==> src/rtl/pinv_pkg.sv <==
package pinv_pkg;
  typedef enum logic {
    MODE_PLAIN   = 1'b0,
    MODE_PAIRINV = 1'b1
  } mode_e;
endpackage

==> src/rtl/pinv_encoder.sv <==
module pinv_encoder
  import pinv_pkg::*;
#(
  parameter int WL = 8
) (
  input  logic [WL-1:0] raw,
  output logic [WL-1:0] enc,
  output mode_e         mode
);
  localparam int CNTW = $clog2(WL);
  localparam int TH   = WL / 2;

  logic [WL-1:0]   flip;
  logic [WL-2:0]   tog;
  logic [CNTW-1:0] cnt;

  for (genvar g = 0; g < WL; g++) begin : g_flip
    assign flip[g] = (g % 2 == 1);
  end
  for (genvar g = 0; g < WL - 1; g++) begin : g_tog
    assign tog[g] = raw[g] ^ raw[g+1];
  end

  always_comb begin
    cnt = '0;
    for (int i = 0; i < WL - 1; i++) cnt = cnt + CNTW'(tog[i]);
  end

  assign mode = (cnt >= CNTW'(TH)) ? MODE_PAIRINV : MODE_PLAIN;
  assign enc  = (mode == MODE_PAIRINV) ? (raw ^ flip) : raw;
endmodule

==> src/rtl/pinv_serializer.sv <==
module pinv_serializer
  import pinv_pkg::*;
#(
  parameter int WL = 8
) (
  input  logic          clk,
  input  logic          rst_n,
  input  logic          s_valid,
  output logic          s_ready,
  input  logic [WL-1:0] enc_i,
  input  mode_e         mode_i,
  output logic          bclk_o,
  output logic          line_o,
  output logic          frame_o
);
  localparam int SW = $clog2(2 * WL);
  localparam int IW = $clog2(WL);
  localparam logic [SW-1:0] LAST = SW'(2 * WL - 1);

  logic          act;
  logic [SW-1:0] sl;
  logic [WL-1:0] word_r;
  mode_e         md_r, lmode;
  logic          launch;
  logic [IW-1:0] bidx;

  assign s_ready = bclk_o && (!act || sl == LAST);
  assign bidx    = sl[SW-1:1];
  assign launch  = act && (sl[0] == (md_r == MODE_PAIRINV));

  always_ff @(posedge clk) begin
    if (!rst_n) begin
      bclk_o  <= 1'b0;
      act     <= 1'b0;
      sl      <= '0;
      word_r  <= '0;
      md_r    <= MODE_PLAIN;
      line_o  <= 1'b0;
      frame_o <= 1'b0;
      lmode   <= MODE_PLAIN;
    end else begin
      bclk_o  <= ~bclk_o;
      frame_o <= launch && (bidx == '0);
      if (launch) begin
        line_o <= word_r[bidx];
        lmode  <= md_r;
      end
      if (s_valid && s_ready) begin
        act    <= 1'b1;
        sl     <= '0;
        word_r <= enc_i;
        md_r   <= mode_i;
      end else if (act) begin
        sl <= sl + SW'(1);
        if (sl == LAST) act <= 1'b0;
      end
    end
  end


  line_phase_chk: assert property (@(posedge clk) disable iff (!rst_n)
    $changed(line_o) |-> (bclk_o == (lmode == MODE_PLAIN)));

  frame_single_chk: assert property (@(posedge clk) disable iff (!rst_n)
    frame_o |=> !frame_o);

  ready_drop_chk: assert property (@(posedge clk) disable iff (!rst_n)
    (s_valid && s_ready) |=> !s_ready);
endmodule

==> src/rtl/pinv_deserializer.sv <==
module pinv_deserializer
  import pinv_pkg::*;
#(
  parameter int WL = 8
) (
  input  logic          clk,
  input  logic          rst_n,
  input  logic          line_i,
  input  logic          bclk_i,
  input  logic          frame_i,
  output logic          m_valid,
  output logic [WL-1:0] m_data,
  output logic          m_coded
);
  localparam int IW = $clog2(WL);

  logic [WL-1:0] flip;
  logic          busy, skip;
  logic [IW-1:0] idx;
  logic [WL-1:0] sh, full;
  mode_e         md;

  for (genvar g = 0; g < WL; g++) begin : g_flip
    assign flip[g] = (g % 2 == 1);
  end

  always_comb begin
    full      = sh;
    full[idx] = line_i;
  end

  always_ff @(posedge clk) begin
    if (!rst_n) begin
      busy    <= 1'b0;
      skip    <= 1'b0;
      idx     <= '0;
      sh      <= '0;
      md      <= MODE_PLAIN;
      m_valid <= 1'b0;
      m_data  <= '0;
      m_coded <= 1'b0;
    end else begin
      m_valid <= 1'b0;
      if (frame_i) begin
        busy <= 1'b1;
        skip <= 1'b1;
        idx  <= IW'(1);
        sh   <= {{(WL-1){1'b0}}, line_i};
        md   <= bclk_i ? MODE_PLAIN : MODE_PAIRINV;
      end else if (busy) begin
        if (skip) begin
          skip <= 1'b0;
        end else begin
          sh   <= full;
          skip <= 1'b1;
          if (idx == IW'(WL - 1)) begin
            busy    <= 1'b0;
            m_valid <= 1'b1;
            m_data  <= (md == MODE_PAIRINV) ? (full ^ flip) : full;
            m_coded <= (md == MODE_PAIRINV);
          end else begin
            idx <= idx + IW'(1);
          end
        end
      end
    end
  end


  rx_pulse_chk: assert property (@(posedge clk) disable iff (!rst_n)
    m_valid |=> !m_valid);

  rx_realign_chk: assert property (@(posedge clk) disable iff (!rst_n)
    frame_i |=> !m_valid);
endmodule

==> src/rtl/pinv_link.sv <==
module pinv_link
  import pinv_pkg::*;
#(
  parameter int WL = 8
) (
  input  logic          clk,
  input  logic          rst_n,
  input  logic          s_valid,
  output logic          s_ready,
  input  logic [WL-1:0] s_data,
  output logic          line_o,
  output logic          bclk_o,
  output logic          frame_o,
  input  logic          line_i,
  input  logic          bclk_i,
  input  logic          frame_i,
  output logic          m_valid,
  output logic [WL-1:0] m_data,
  output logic          m_coded
);
  logic [WL-1:0] enc;
  mode_e         mode;

  pinv_encoder #(.WL(WL)) u_enc (
    .raw(s_data), .enc(enc), .mode(mode)
  );

  pinv_serializer #(.WL(WL)) u_tx (
    .clk(clk), .rst_n(rst_n), .s_valid(s_valid), .s_ready(s_ready),
    .enc_i(enc), .mode_i(mode), .bclk_o(bclk_o), .line_o(line_o),
    .frame_o(frame_o)
  );

  pinv_deserializer #(.WL(WL)) u_rx (
    .clk(clk), .rst_n(rst_n), .line_i(line_i), .bclk_i(bclk_i),
    .frame_i(frame_i), .m_valid(m_valid), .m_data(m_data),
    .m_coded(m_coded)
  );


  reset_quiet_chk: assert property (@(posedge clk)
    !rst_n |=> (!frame_o && !m_valid && !line_o));
endmodule

==> config.mk <==
export PLATFORM = sky130hd
export DESIGN_NAME = pinv_link
export DESIGN_NICKNAME = d
export VERILOG_FILES = /design/src/rtl/pinv_pkg.sv /design/src/rtl/pinv_encoder.sv /design/src/rtl/pinv_serializer.sv /design/src/rtl/pinv_deserializer.sv /design/src/rtl/pinv_link.sv
export SDC_FILE = /design/constraint.sdc
export NUM_CORES = 1
export LEC_CHECK = 0
export ABC_CLOCK_PERIOD_IN_PS = 4100
export BUFFER_PORTS_ARGS = -buffer_cell sky130_fd_sc_hd__buf_2
export CORE_AREA = 2 2 89 48
export DETAILED_ROUTE_END_ITERATION = 12
export DIE_AREA = 0 0 91 50
export GPL_TIMING_DRIVEN = 0
export PLACE_DENSITY_LB_ADDON = 0.1
export SKIP_CTS_REPAIR_TIMING = 1
export SYNTH_ARGS = -nofsm -noshare
export SYNTH_HDL_FRONTEND = slang
export SYNTH_SLANG_ARGS = --single-unit
==> constraint.sdc <==
create_clock -name clk -period 4.1 [get_ports clk]
set_clock_uncertainty 0.1 [all_clocks]
set_input_delay 0.82 -clock clk [delete_from_list [all_inputs] [get_ports clk]]
set_output_delay 0.82 -clock clk [all_outputs]
set_load 0.01 [all_outputs]
==> flow_summary_export.csv <==
group,metric,value,unit
timing,slew_violations,0,
placed_design,dp_hpwl,3340,um
setup_path,critPathSlowestCell,"fa_1",
route,drtIter0Drc,44,
global_routing,antenna_found_initial,0,
clock_network,clockBufferDepth,2,
setup_path,worst-path-buf-inv,3,
synthesis,yosys_warnings,0,
power_and_ir_drop,peakVddDrop,206,uV
timing,tightest_slew,0.637,ns
setup_path,max_stage_delay,0.54,ns
clock_network,cts_buffers,5,
power_and_ir_drop,power,0.000891,W
synthesis,synth.most_common_cell,"dfxtp_1",
route,vias,1551,
synthesis,avgSynthCellArea,9.94,um^2
setup_path,cp-end-kind,"register",
setup_path,cp_max_fo,4,
synthesis,synth_largest_area_cell,"dfxtp_1",
global_routing,grt_max_degree,12,
clock_network,cts_root_buf,"clkbuf_8",
setup_path,start_kind,"primary input",
setup_path,cp.arrival,3.76,ns
floorplanning,start_util,54.9,%
flow_run,maxCapViolCount,0,
power_and_ir_drop,power_density,380,mW/mm^2
final_layout,final_area,0.00234,mm^2
timing,period_share,89.1,%
timing,rsz0062_at_grt,"no",
clock_network,clk_latency,0.29,ns
route,wl_per_cell,14.7,um
synthesis,ys_top_cells_by_area,"dfxtp_1 40%, mux2i_1 9.2%, nor2_1 6.0%, xor2_1 5.1%, xor3_1 4.6%",
timing,period_needed,3.65,ns
route,drc,0,
final_layout,diodes,0,
clock_network,cts-htree-levels,2,
placed_design,dp_slack,0.109,ns
global_routing,grt_pass1_wl,7080,um
timing,fin_ws,0.448,ns
floorplanning,std_cell_rows,16,
timing,relSlewSlack,57.6,%
final_layout,layout-drive-gt1-share,16.7,%
synthesis,syn-num-nets,230,
clock_network,cts_tree,"done",
placed_design,place.gp.congestion,0.828,
synthesis,netlist_instances,208,
floorplanning,die-area,0.00455,mm^2
synthesis,yosysTopAreaCellShare,39.7,%
synthesis,synth-main-ff-cell,"dfxtp_1",
synthesis,synth.top_cells.by_count,"41 x dfxtp_1, 33 x nor2_1, 19 x mux2i_1",
timing,setup-tns-final,0,ns
status,outcome,"finished clean",
route,dr.pass1.iters,4,
placed_design,portBuffers,24,
route,routed_wl,4310,um
global_routing,grt_overflow,0,
final_layout,fillers,325,
synthesis,async_flop_share,0,%
synthesis,yosysUniqueCellTypes,34,
timing,fmaxAchievable,274,MHz
power_and_ir_drop,power_leakage,0.973,nW
global_routing,grt_pass1_vias,1488,
floorplanning,chipWidth,91,um
route,ant_nets,0,
setup_path,crit_family,"adder cells",
setup_path,crit_type,"in -> reg",
clock_network,cts.sinks,41,
final_layout,fin_nets,261,
timing,hold_violations,0,
synthesis,synth_seq_area_share,39.7,%
floorplanning,coreArea,0.00376,mm^2
floorplanning,ios,28,
synthesis,syn_area,0.00207,mm^2
floorplanning,die_height,50,um
synthesis,synth_edf_count,0,
clock_network,clk_pin_slew,0.07,ns
setup_path,crit_required,4.21,ns
timing,setup-violations-final,0,
final_layout,area_growth,13.3,%
placed_design,dpl_cell_area,0.00225,mm^2
global_routing,grt_usage,20.6,%
route,avgViaCountPerCell,5.29,
hold_path,hold_class,"reg -> reg",
setup_path,worstPathCellList,"buf_2, xor2_1, ha_1, fa_1, inv_1, fa_1, inv_1, ha_1, nor2b_1, a21oi_1, xor3_1, a211oi_2",
synthesis,ys_ff_latch,41,
[routing by layer]
layer	share of wire, %	vias up	GRT usage (%)
met1	51	727	28.6
met2	41	42	30.0
met5	0	-	0
met4	0.81	0	4.55
li1	-	776	-
met3	7.2	6	8.56
[through the flow]
stage | hold slack, ns | cells | utilization (%)
6_report | 0.333 | 293 | 62.2
5_1_grt | 0.358 | 293 | 62.2
4_1_cts | 0.337 | 293 | 62.2
3_5_place_dp | 0.319 | 286 | 59.9
3_3_place_gp | 0.304 | 286 | 59.9
2_1_floorplan | 0.339 | 208 | -
[sequential cells by signal (all words and copies together) (netlist names)]
signal	flops
u_rx.m_data	8
u_rx.sh	8
u_tx.word_r	8
u_tx.sl	4
u_rx.idx	3
u_rx.busy	1
u_rx.m_coded	1
u_rx.m_valid	1
u_rx.md	1
u_rx.skip	1
u_tx.act	1
u_tx.bclk_o	1
u_tx.frame_o	1
u_tx.line_o	1
u_tx.md_r	1
[cells in the final DEF, fill, tap and decap left out, types with 2 or more instances in the layout]
| master | n |
|---|---|
| a211oi_2 | 4 |
| xor3_1 | 4 |
| nand2_1 | 7 |
| nor2b_1 | 4 |
| o22ai_1 | 4 |
| nor2_1 | 33 |
| o21ai_0 | 2 |
| xor2_1 | 12 |
| clkbuf_8 | 6 |
| a211oi_1 | 12 |
| mux2i_1 | 19 |
| nand3b_1 | 3 |
| ha_1 | 6 |
| buf_2 | 25 |
| fa_1 | 2 |
| inv_1 | 6 |
| nor3_1 | 2 |
| xnor2_1 | 4 |
| dfxtp_1 | 41 |
| nor3b_1 | 2 |
| clkbuf_1 | 15 |
| mux4_1 | 2 |
| nand2b_1 | 6 |
| a21oi_1 | 7 |
[logic make-up after synthesis]
group	count (synthesis)	share of synthesized area, %
xor+xnor	20	11.4
compound gates	32	11.9
fa+ha+maj	8	5.57
buf+inv	22	4.42
simple gates	64	15.3
mux	21	11.7
flops	41	39.7
[power breakdown]
group | total [W] | switching, W | internal (W)
Sequential | 0.000424 | 0.0000103 | 0.000414
Combinational | 0.000201 | 0.000103 | 0.0000972
Clock | 0.000265 | 0.000132 | 0.000134
Total | 0.000891 | 0.000246 | 0.000645
[worst reg2reg max path: cells and delay by family, from the launching register on]
kind                     cells  cell delay, ns
AND/OR/NAND/NOR              3            0.66
flip-flops                   1            0.35
buffers and inverters        1            0.35
adder cells (fa/ha/maj)      2            0.33
AO/OA/AOI/OAI                1            0.22
[path summary, 6_finish.rpt]
kind	start	endpoint	slack, ns	depth (start not counted)
min	u_tx.bclk_o	u_tx.bclk_o	0.33	1
min reg2reg	u_tx.bclk_o	u_tx.bclk_o	0.33	1
max	s_data[2]	u_tx.word_r[1]	0.45	12
max reg2reg	u_rx.idx[1]	u_rx.m_data[4]	2.01	7
[area by class of cell]
class	count	area, um^2	area share [%]
Multi-Input combinational cell	145	1150	49.3
Sequential cell	41	821	35.1
Timing Repair Buffer	24	120	5.13
Clock buffer	7	86.3	3.69
Buffer	16	68.8	2.94
Tap cell	54	67.6	2.89
Inverter	6	22.5	0.962
Power figures use the tool's default switching activity.
